===== src/rtl/sqb_pkg.sv =====
`timescale 1ns/1ps
package sqb_pkg;
  typedef enum logic [1:0] {
    MODE_RUN    = 2'd0,
    MODE_PEEK   = 2'd1,
    MODE_LOAD_P = 2'd2,
    MODE_LOAD_Q = 2'd3
  } diag_mode_e;
endpackage


===== src/rtl/sqb_mode_decode.sv =====
`timescale 1ns/1ps
module sqb_mode_decode
  import sqb_pkg::*;
(
  input  logic       peek_req,
  input  logic       load_p_req,
  input  logic       load_q_req,
  output diag_mode_e mode
);
  // Fixed priority: output-row load, then state-row load, then peek
  always_comb begin
    if (load_q_req)      mode = MODE_LOAD_Q;
    else if (load_p_req) mode = MODE_LOAD_P;
    else if (peek_req)   mode = MODE_PEEK;
    else                 mode = MODE_RUN;
  end
endmodule


===== src/rtl/sqb_nibble_bank.sv =====
`timescale 1ns/1ps
module sqb_nibble_bank
  import sqb_pkg::*;
#(
  parameter int          NW     = 4,
  parameter logic [NW-1:0] P_INIT = '0,
  parameter logic [NW-1:0] Q_INIT = '0
) (
  input  logic          clk,
  input  logic          init_act,
  input  diag_mode_e    mode,
  input  logic [NW-1:0] p_next,
  input  logic [NW-1:0] q_next,
  input  logic [NW-1:0] pad_in,
  output logic [NW-1:0] p_q,
  output logic [NW-1:0] q_q,
  output logic          armed
);
  logic [NW-1:0] p_d;
  logic [NW-1:0] q_d;

  // Restart gate: cleared by init, set by the first falling clock edge
  always_ff @(negedge clk or posedge init_act) begin
    if (init_act) armed <= 1'b0;
    else          armed <= 1'b1;
  end

  always_comb begin
    p_d = p_next;
    q_d = q_next;
    unique case (mode)
      MODE_RUN:    begin p_d = p_next; q_d = q_next; end
      MODE_PEEK:   begin p_d = p_next; q_d = q_q;    end
      MODE_LOAD_P: begin p_d = pad_in; q_d = q_q;    end
      MODE_LOAD_Q: begin p_d = p_q;    q_d = pad_in; end
      default:     begin p_d = p_q;    q_d = q_q;    end
    endcase
  end

  always_ff @(posedge clk or posedge init_act) begin
    if (init_act) begin
      p_q <= P_INIT;
      q_q <= Q_INIT;
    end else if (armed) begin
      p_q <= p_d;
      q_q <= q_d;
    end
  end
endmodule


===== src/rtl/sqb_pad_mux.sv =====
`timescale 1ns/1ps
module sqb_pad_mux
  import sqb_pkg::*;
#(
  parameter int W        = 8,
  parameter bit USE_INIT = 1'b1
) (
  input  diag_mode_e   mode,
  input  logic [W-1:0] p_row,
  input  logic [W-1:0] q_row,
  input  logic         oe_n,
  output logic [W-1:0] pad_out,
  output logic         drive_en
);
  logic run_en;

  generate
    if (USE_INIT) begin : g_always_on
      assign run_en = 1'b1;
    end else begin : g_oe_pin
      assign run_en = ~oe_n;
    end
  endgenerate

  always_comb begin
    unique case (mode)
      MODE_PEEK:   begin pad_out = p_row; drive_en = 1'b1;   end
      MODE_LOAD_P,
      MODE_LOAD_Q: begin pad_out = q_row; drive_en = 1'b0;   end
      default:     begin pad_out = q_row; drive_en = run_en; end
    endcase
  end
endmodule


===== src/rtl/sqb_regbank.sv =====
`timescale 1ns/1ps
module sqb_regbank
  import sqb_pkg::*;
#(
  parameter int          W         = 8,
  parameter int          NW        = 4,
  parameter bit          SPLIT_CLK = 1'b0,
  parameter bit          USE_INIT  = 1'b1,
  parameter logic [W-1:0] P_INIT   = 8'hA5,
  parameter logic [W-1:0] Q_INIT   = 8'h3C
) (
  input  logic         clk_a,
  input  logic         clk_b_in,
  input  logic         init_oe,
  input  logic         diag_peek,
  input  logic         diag_load_p,
  input  logic         diag_load_q,
  input  logic [W-1:0] state_next,
  input  logic [W-1:0] out_next,
  input  logic [W-1:0] pad_in,
  output logic [W-1:0] pad_out,
  output logic         pad_drive_en,
  output logic [W-1:0] state_q,
  output logic         aux_term
);
  localparam int NIB  = W / NW;
  localparam int HALF = NIB / 2;

  diag_mode_e     mode;
  logic           init_act;
  logic [W-1:0]   out_q;
  logic [NIB-1:0] nib_armed;

  assign init_act = USE_INIT ? init_oe : 1'b0;
  assign aux_term = SPLIT_CLK ? 1'b0 : clk_b_in;

  sqb_mode_decode u_dec (
    .peek_req   (diag_peek),
    .load_p_req (diag_load_p),
    .load_q_req (diag_load_q),
    .mode       (mode)
  );

  for (genvar n = 0; n < NIB; n++) begin : g_nib
    localparam bit ON_B = SPLIT_CLK && (NIB > 1) && (n >= HALF);
    logic nclk;
    assign nclk = ON_B ? clk_b_in : clk_a;

    sqb_nibble_bank #(
      .NW     (NW),
      .P_INIT (P_INIT[n*NW +: NW]),
      .Q_INIT (Q_INIT[n*NW +: NW])
    ) u_bank (
      .clk      (nclk),
      .init_act (init_act),
      .mode     (mode),
      .p_next   (state_next[n*NW +: NW]),
      .q_next   (out_next[n*NW +: NW]),
      .pad_in   (pad_in[n*NW +: NW]),
      .p_q      (state_q[n*NW +: NW]),
      .q_q      (out_q[n*NW +: NW]),
      .armed    (nib_armed[n])
    );
  end

  sqb_pad_mux #(.W(W), .USE_INIT(USE_INIT)) u_pad (
    .mode     (mode),
    .p_row    (state_q),
    .q_row    (out_q),
    .oe_n     (init_oe),
    .pad_out  (pad_out),
    .drive_en (pad_drive_en)
  );
endmodule


===== config.mk =====
export PLATFORM = sky130hd
export DESIGN_NAME = sqb_regbank
export DESIGN_NICKNAME = d
export VERILOG_FILES = /design/src/rtl/sqb_pkg.sv /design/src/rtl/sqb_mode_decode.sv /design/src/rtl/sqb_nibble_bank.sv /design/src/rtl/sqb_pad_mux.sv /design/src/rtl/sqb_regbank.sv
export SDC_FILE = /design/constraint.sdc
export NUM_CORES = 1
export LEC_CHECK = 0
export ABC_AREA = 1
export BUFFER_PORTS_ARGS = -buffer_cell sky130_fd_sc_hd__buf_2
export CORE_UTILIZATION = 49
export CTS_BUF_LIST = sky130_fd_sc_hd__clkbuf_16
export DETAILED_ROUTE_END_ITERATION = 8
export PLACE_DENSITY = 0.9
export SYNTH_ARGS = -nofsm -noshare
export SYNTH_HDL_FRONTEND = slang
export SYNTH_SLANG_ARGS = --single-unit

===== constraint.sdc =====
create_clock -name clk_a -period 2.7 [get_ports clk_a]
set_input_delay 0.27 -clock clk_a [delete_from_list [all_inputs] [get_ports clk_a]]
set_output_delay 0.27 -clock clk_a [all_outputs]
set_load 0.005 [all_outputs]

[Word-level counts from Yosys, hierarchy flattened]
Cells that the tools add are included.
Widths: inputs -> output; s select.
Storage, ports and cells
  bits in registers: 17
  bits in latches: 0
  memory bits (writable): 0
  ROM bits: 0
  input port bits: 30
  output and inout bits: 18
  word-level logic and storage cells: 25
  memories kept: 0
Cells by class
  add/sub/neg operators: 0
  multiply operators: 0
  divide/modulo/power cells: 0
  magnitude comparators: 0
  equality and inequality tests: 3
  shifts and indexed selects: 0
  multiplexer cells: 9
  bitwise gates (word level): 2
  reduce and logical (&&, ||, !) cells: 6
Operator list (number)
  $pmux 4 s2: 4
  $mux 8: 1
  $reduce_or 2->1: 3
  $eq 2x2->1 const B: 2
  $mux 2: 2
  $reduce_and 2->1: 2
  $eq 2x1->1 const B: 1
  $logic_not 2->1: 1
  $mux 1: 2
  $not 1->1: 2

[Longest topological paths before layout]
  word-level depth: 7
  gate-level depth with buffers: 10
  mapped depth without buffers: 9

[By module]
Synthesis repeated with hierarchy kept, for this count alone.
Unflattened totals
  cells, all modules: 169
  area, all modules: 1116.1 µm²
By module, submodules not included
  sqb_nibble_bank: instances 2, cells an instance 68, area each 481.7 µm², sequential area each 230.2 µm²
  sqb_pad_mux: instances 1, cells an instance 27, area each 126.4 µm², sequential area each 0.0 µm²
  sqb_mode_decode: instances 1, cells an instance 5, area each 18.8 µm², sequential area each 0.0 µm²
  sqb_regbank: instances 1, cells an instance 1, area each 7.5 µm², sequential area each 0.0 µm²

==> key figures <==
STA
  • Final setup fails: 0
  • RSZ-0062 raised after global routing: no
  • Final WS setup: 0.376 ns
  • Setup TNS Final: 0 ns
  • Final Max Slew Viols: 0
  • Clock skew: 0.0342 ns
  • Final hold violations: 0

Placed design
  • Dpl hpwl: 1.89 mm
  • GPL Wtd Cong: 0.841
  • Placed cell area: 0.00128 sq mm
  • Place WS: 0.408 ns
  • # port buffers: 45

Detailed routing
  • DR DRC count: 0
  • Total Wirelength: 2.40 mm
  • ANT nets after route: 0
  • 1st-iter DRT viols: 20
  • DRT Pass-1 Iters: 4
  • DR top layer: met4
  • Met1 WL: 1.02 mm
  • Vias: 1,087
  • Number of vias per cell: 4.71
  • Per-cell routed wire length: 10.4 um
  • Routed wl met3: 169 um
  • Met2 WL post-DR: 1.15 mm

Logic synthesis
  • Simple-Gate Fraction of Synth Area: 39.4%
  • Largest family of logic cells by synthesized area: simple AND/OR/NAND/NOR gates
  • Yosys cell types: 18
  • Post-Syn Area: 0.00104 sq mm
  • Fraction of the mapped netlist area in adder cells: 3.60%
  • XOR/XNOR Fraction of Synth Area: 0%
  • Seq/Total Area, Yosys: 41.7%
  • Complex-gate fraction of the synthesized area: 4.32%
  • Ranking of synthesized cells by area: nand2_1, dfstp_2, dfrtp_1
  • Yosys reg bits: 17
  • Synth warn: 0
  • Cell accounting for the most synthesized area: nand2_1
  • Syn Area/Cell: 6.60 sq um
  • Multiplexer share of the synthesized area: 0%
  • Post-synthesis net count: 191
  • Synth top area share: 37.4%
  • Post-Synthesis Cells: 158

Power
  • Leakage: 0.833 nW
  • Pwr Density: 625 mW/mm^2
  • Peak supply drop: 0.346 mV

Layout
  • Most common cell after layout, fill and taps aside: nand2_1
  • Final net count: 238
  • Layout Cell Area excl Fill: 0.00136 sq mm
  • Area grow syn2layout: 30.0%
  • Most frequent cells in the layout: nand2_1, buf_2, inv_1
  • Fill cells: 175
  • Layout cell share with drive strength beyond 1: 31.4%
  • Final core utilization: 68.4%
  • Antenna cells: 0

GRT
  • Initial antenna violation count: 0
  • Pin count of the biggest net entering global routing: 18
  • GRT overflow: 0
  • First-pass GRT wire length: 3.84 mm
  • Global-route total usage across every layer: 24.3%
  • Vias in the first global route: 977

CTS
  • Worst-path clk slew: 0.05 ns
  • Hold_buf cts: 0
  • Post-CTS sizing: 0
  • Worst-skew pair later-pin latency: 0.28 ns
  • Root Buffer: clkbuf_16
  • Post-CTS Setup Repair Bufs: 0
  • Clock Tree Buf Depth: 2
  • H-tree depth: 1
  • Cts bufs inserted: 3
  • CTS Sinks: 17
  • CTS tree: built

Run
  • Max Cap Violations: 0

Setup path
  • Max Fanout on Critical Path: 9
  • CP max stage cell: dfrtn_1
  • Top delay family on crit path: flip-flops
  • Worst path buffer plus inverter count: 1
  • Critical path depth: 4
  • Most used cell, CP: nand2_1
  • Cells along the critical path: nand2_2, inv_2, nand2_1, nand2_1
  • Critical path class: reg2reg
  • Worst EP arrival: 2.51 ns
  • CP startpoint kind: flop
  • Crit path capture type: flop
  • Worst Path Required: 2.89 ns
  • Worst Reg-to-Reg Cells: 4
  • Max stage delay on crit path: 0.46 ns

Die
  • Rows: 16
  • Die height: 48.1 um
  • Initial Utilization: 52.7%
  • Ports: 48
  • Chip width: 48.1 um
  • Die ar.: 0.00232 sq mm
  • Placeable Area: 0.00198 sq mm

Min path
  • Hold Path Class: in2async

Status
  • Outcome: finished clean
==> report_power, final <==
| part | internal [mW] | switching (mW) |
|---|---|---|
| Clock | 0.198 | 0.0959 |
| Combinational | 0.0919 | 0.114 |
| Sequential | 0.316 | 0.0308 |
==> stage by stage <==
step / hold slack (ns) / std cells / total power [mW]
final: 0.0232 / 231 / 0.847
after global routing: 0.0491 / 231 / 0.905
after CTS: 0.0291 / 231 / 0.853
after detailed placement: 0.287 / 227 / 0.558
after global placement: 0.287 / 227 / 0.554
after floorplan: 0.190 / 158 / 0.468
==> layout make-up <==
cell class	instances	area (sq um)	area share, %
inverters	17	76.3	5.63
clock buffers	3	75.1	5.54
well taps	27	33.8	2.49
repair buffers	46	233	17.2
flip-flops and latches	17	435	32.1
multi-input cells	120	498	36.7
clock inverters	1	5.00	0.369
==> synthesized netlist by cell type <==
cell       n
nand2_2    1
dfstp_2    8
inv_6      1
a21oi_1    1
nand2_1  104
inv_1     13
dfrtp_1    8
o21ai_0    2
dfrtn_1    1
inv_2      2
ha_1       3
inv_8      1
conb_1     1
buf_4      3
nand2_4    1
buf_6      1
o21ai_1    6
nor2_1     1
==> worst reg2reg max path, delay by kind of cell (launching register included) <==
kind / cells / cell delay, ns
DFF: 1 / 0.46
and+or+nand+nor: 3 / 0.27
buffers and inverters: 1 / 0.16
==> path summary, 6_finish.rpt <==
| path | slack (ns) | endpoint | start |
|---|---|---|---|
| worst max register to register | 0.38 | g_nib[0].u_bank.q_q[0] | g_nib[1].u_bank.armed |
| max in group asynchronous | 1.26 | g_nib[1].u_bank.armed | init_oe |
| min in group clk_a | 0.30 | g_nib[1].u_bank.p_q[3] | state_next[7] |
| worst min register to register | 0.46 | g_nib[0].u_bank.q_q[3] | g_nib[0].u_bank.q_q[3] |
| worst max-delay path | 0.38 | g_nib[0].u_bank.q_q[0] | g_nib[1].u_bank.armed |
| worst min-delay path | 0.02 | g_nib[1].u_bank.q_q[3] | init_oe |
==> per-layer routing <==
layer	vias to the layer above	global-route usage, %
li1	560	-
met1	473	29.2
met2	46	40.3
met3	8	4.44
met4	0	14.4
met5	-	0
==> kinds of logic (layout without fill, tap and decap cells) <==
| kind of cell | after synthesis | count (layout) |
|---|---|---|
| buf+inv | 21 | 67 |
| compound gates | 9 | 9 |
| simple gates | 107 | 107 |
| fa+ha+maj | 3 | 3 |
| other cells | 1 | 1 |
| flops | 17 | 17 |
==> flip-flops by register name, indices dropped and copies added (netlist names) <==
register,flops
g_nib.u_bank.p_q,8
g_nib.u_bank.armed,1
g_nib.u_bank.q_q,8
No activity file was read; power rests on OpenSTA's default activity.
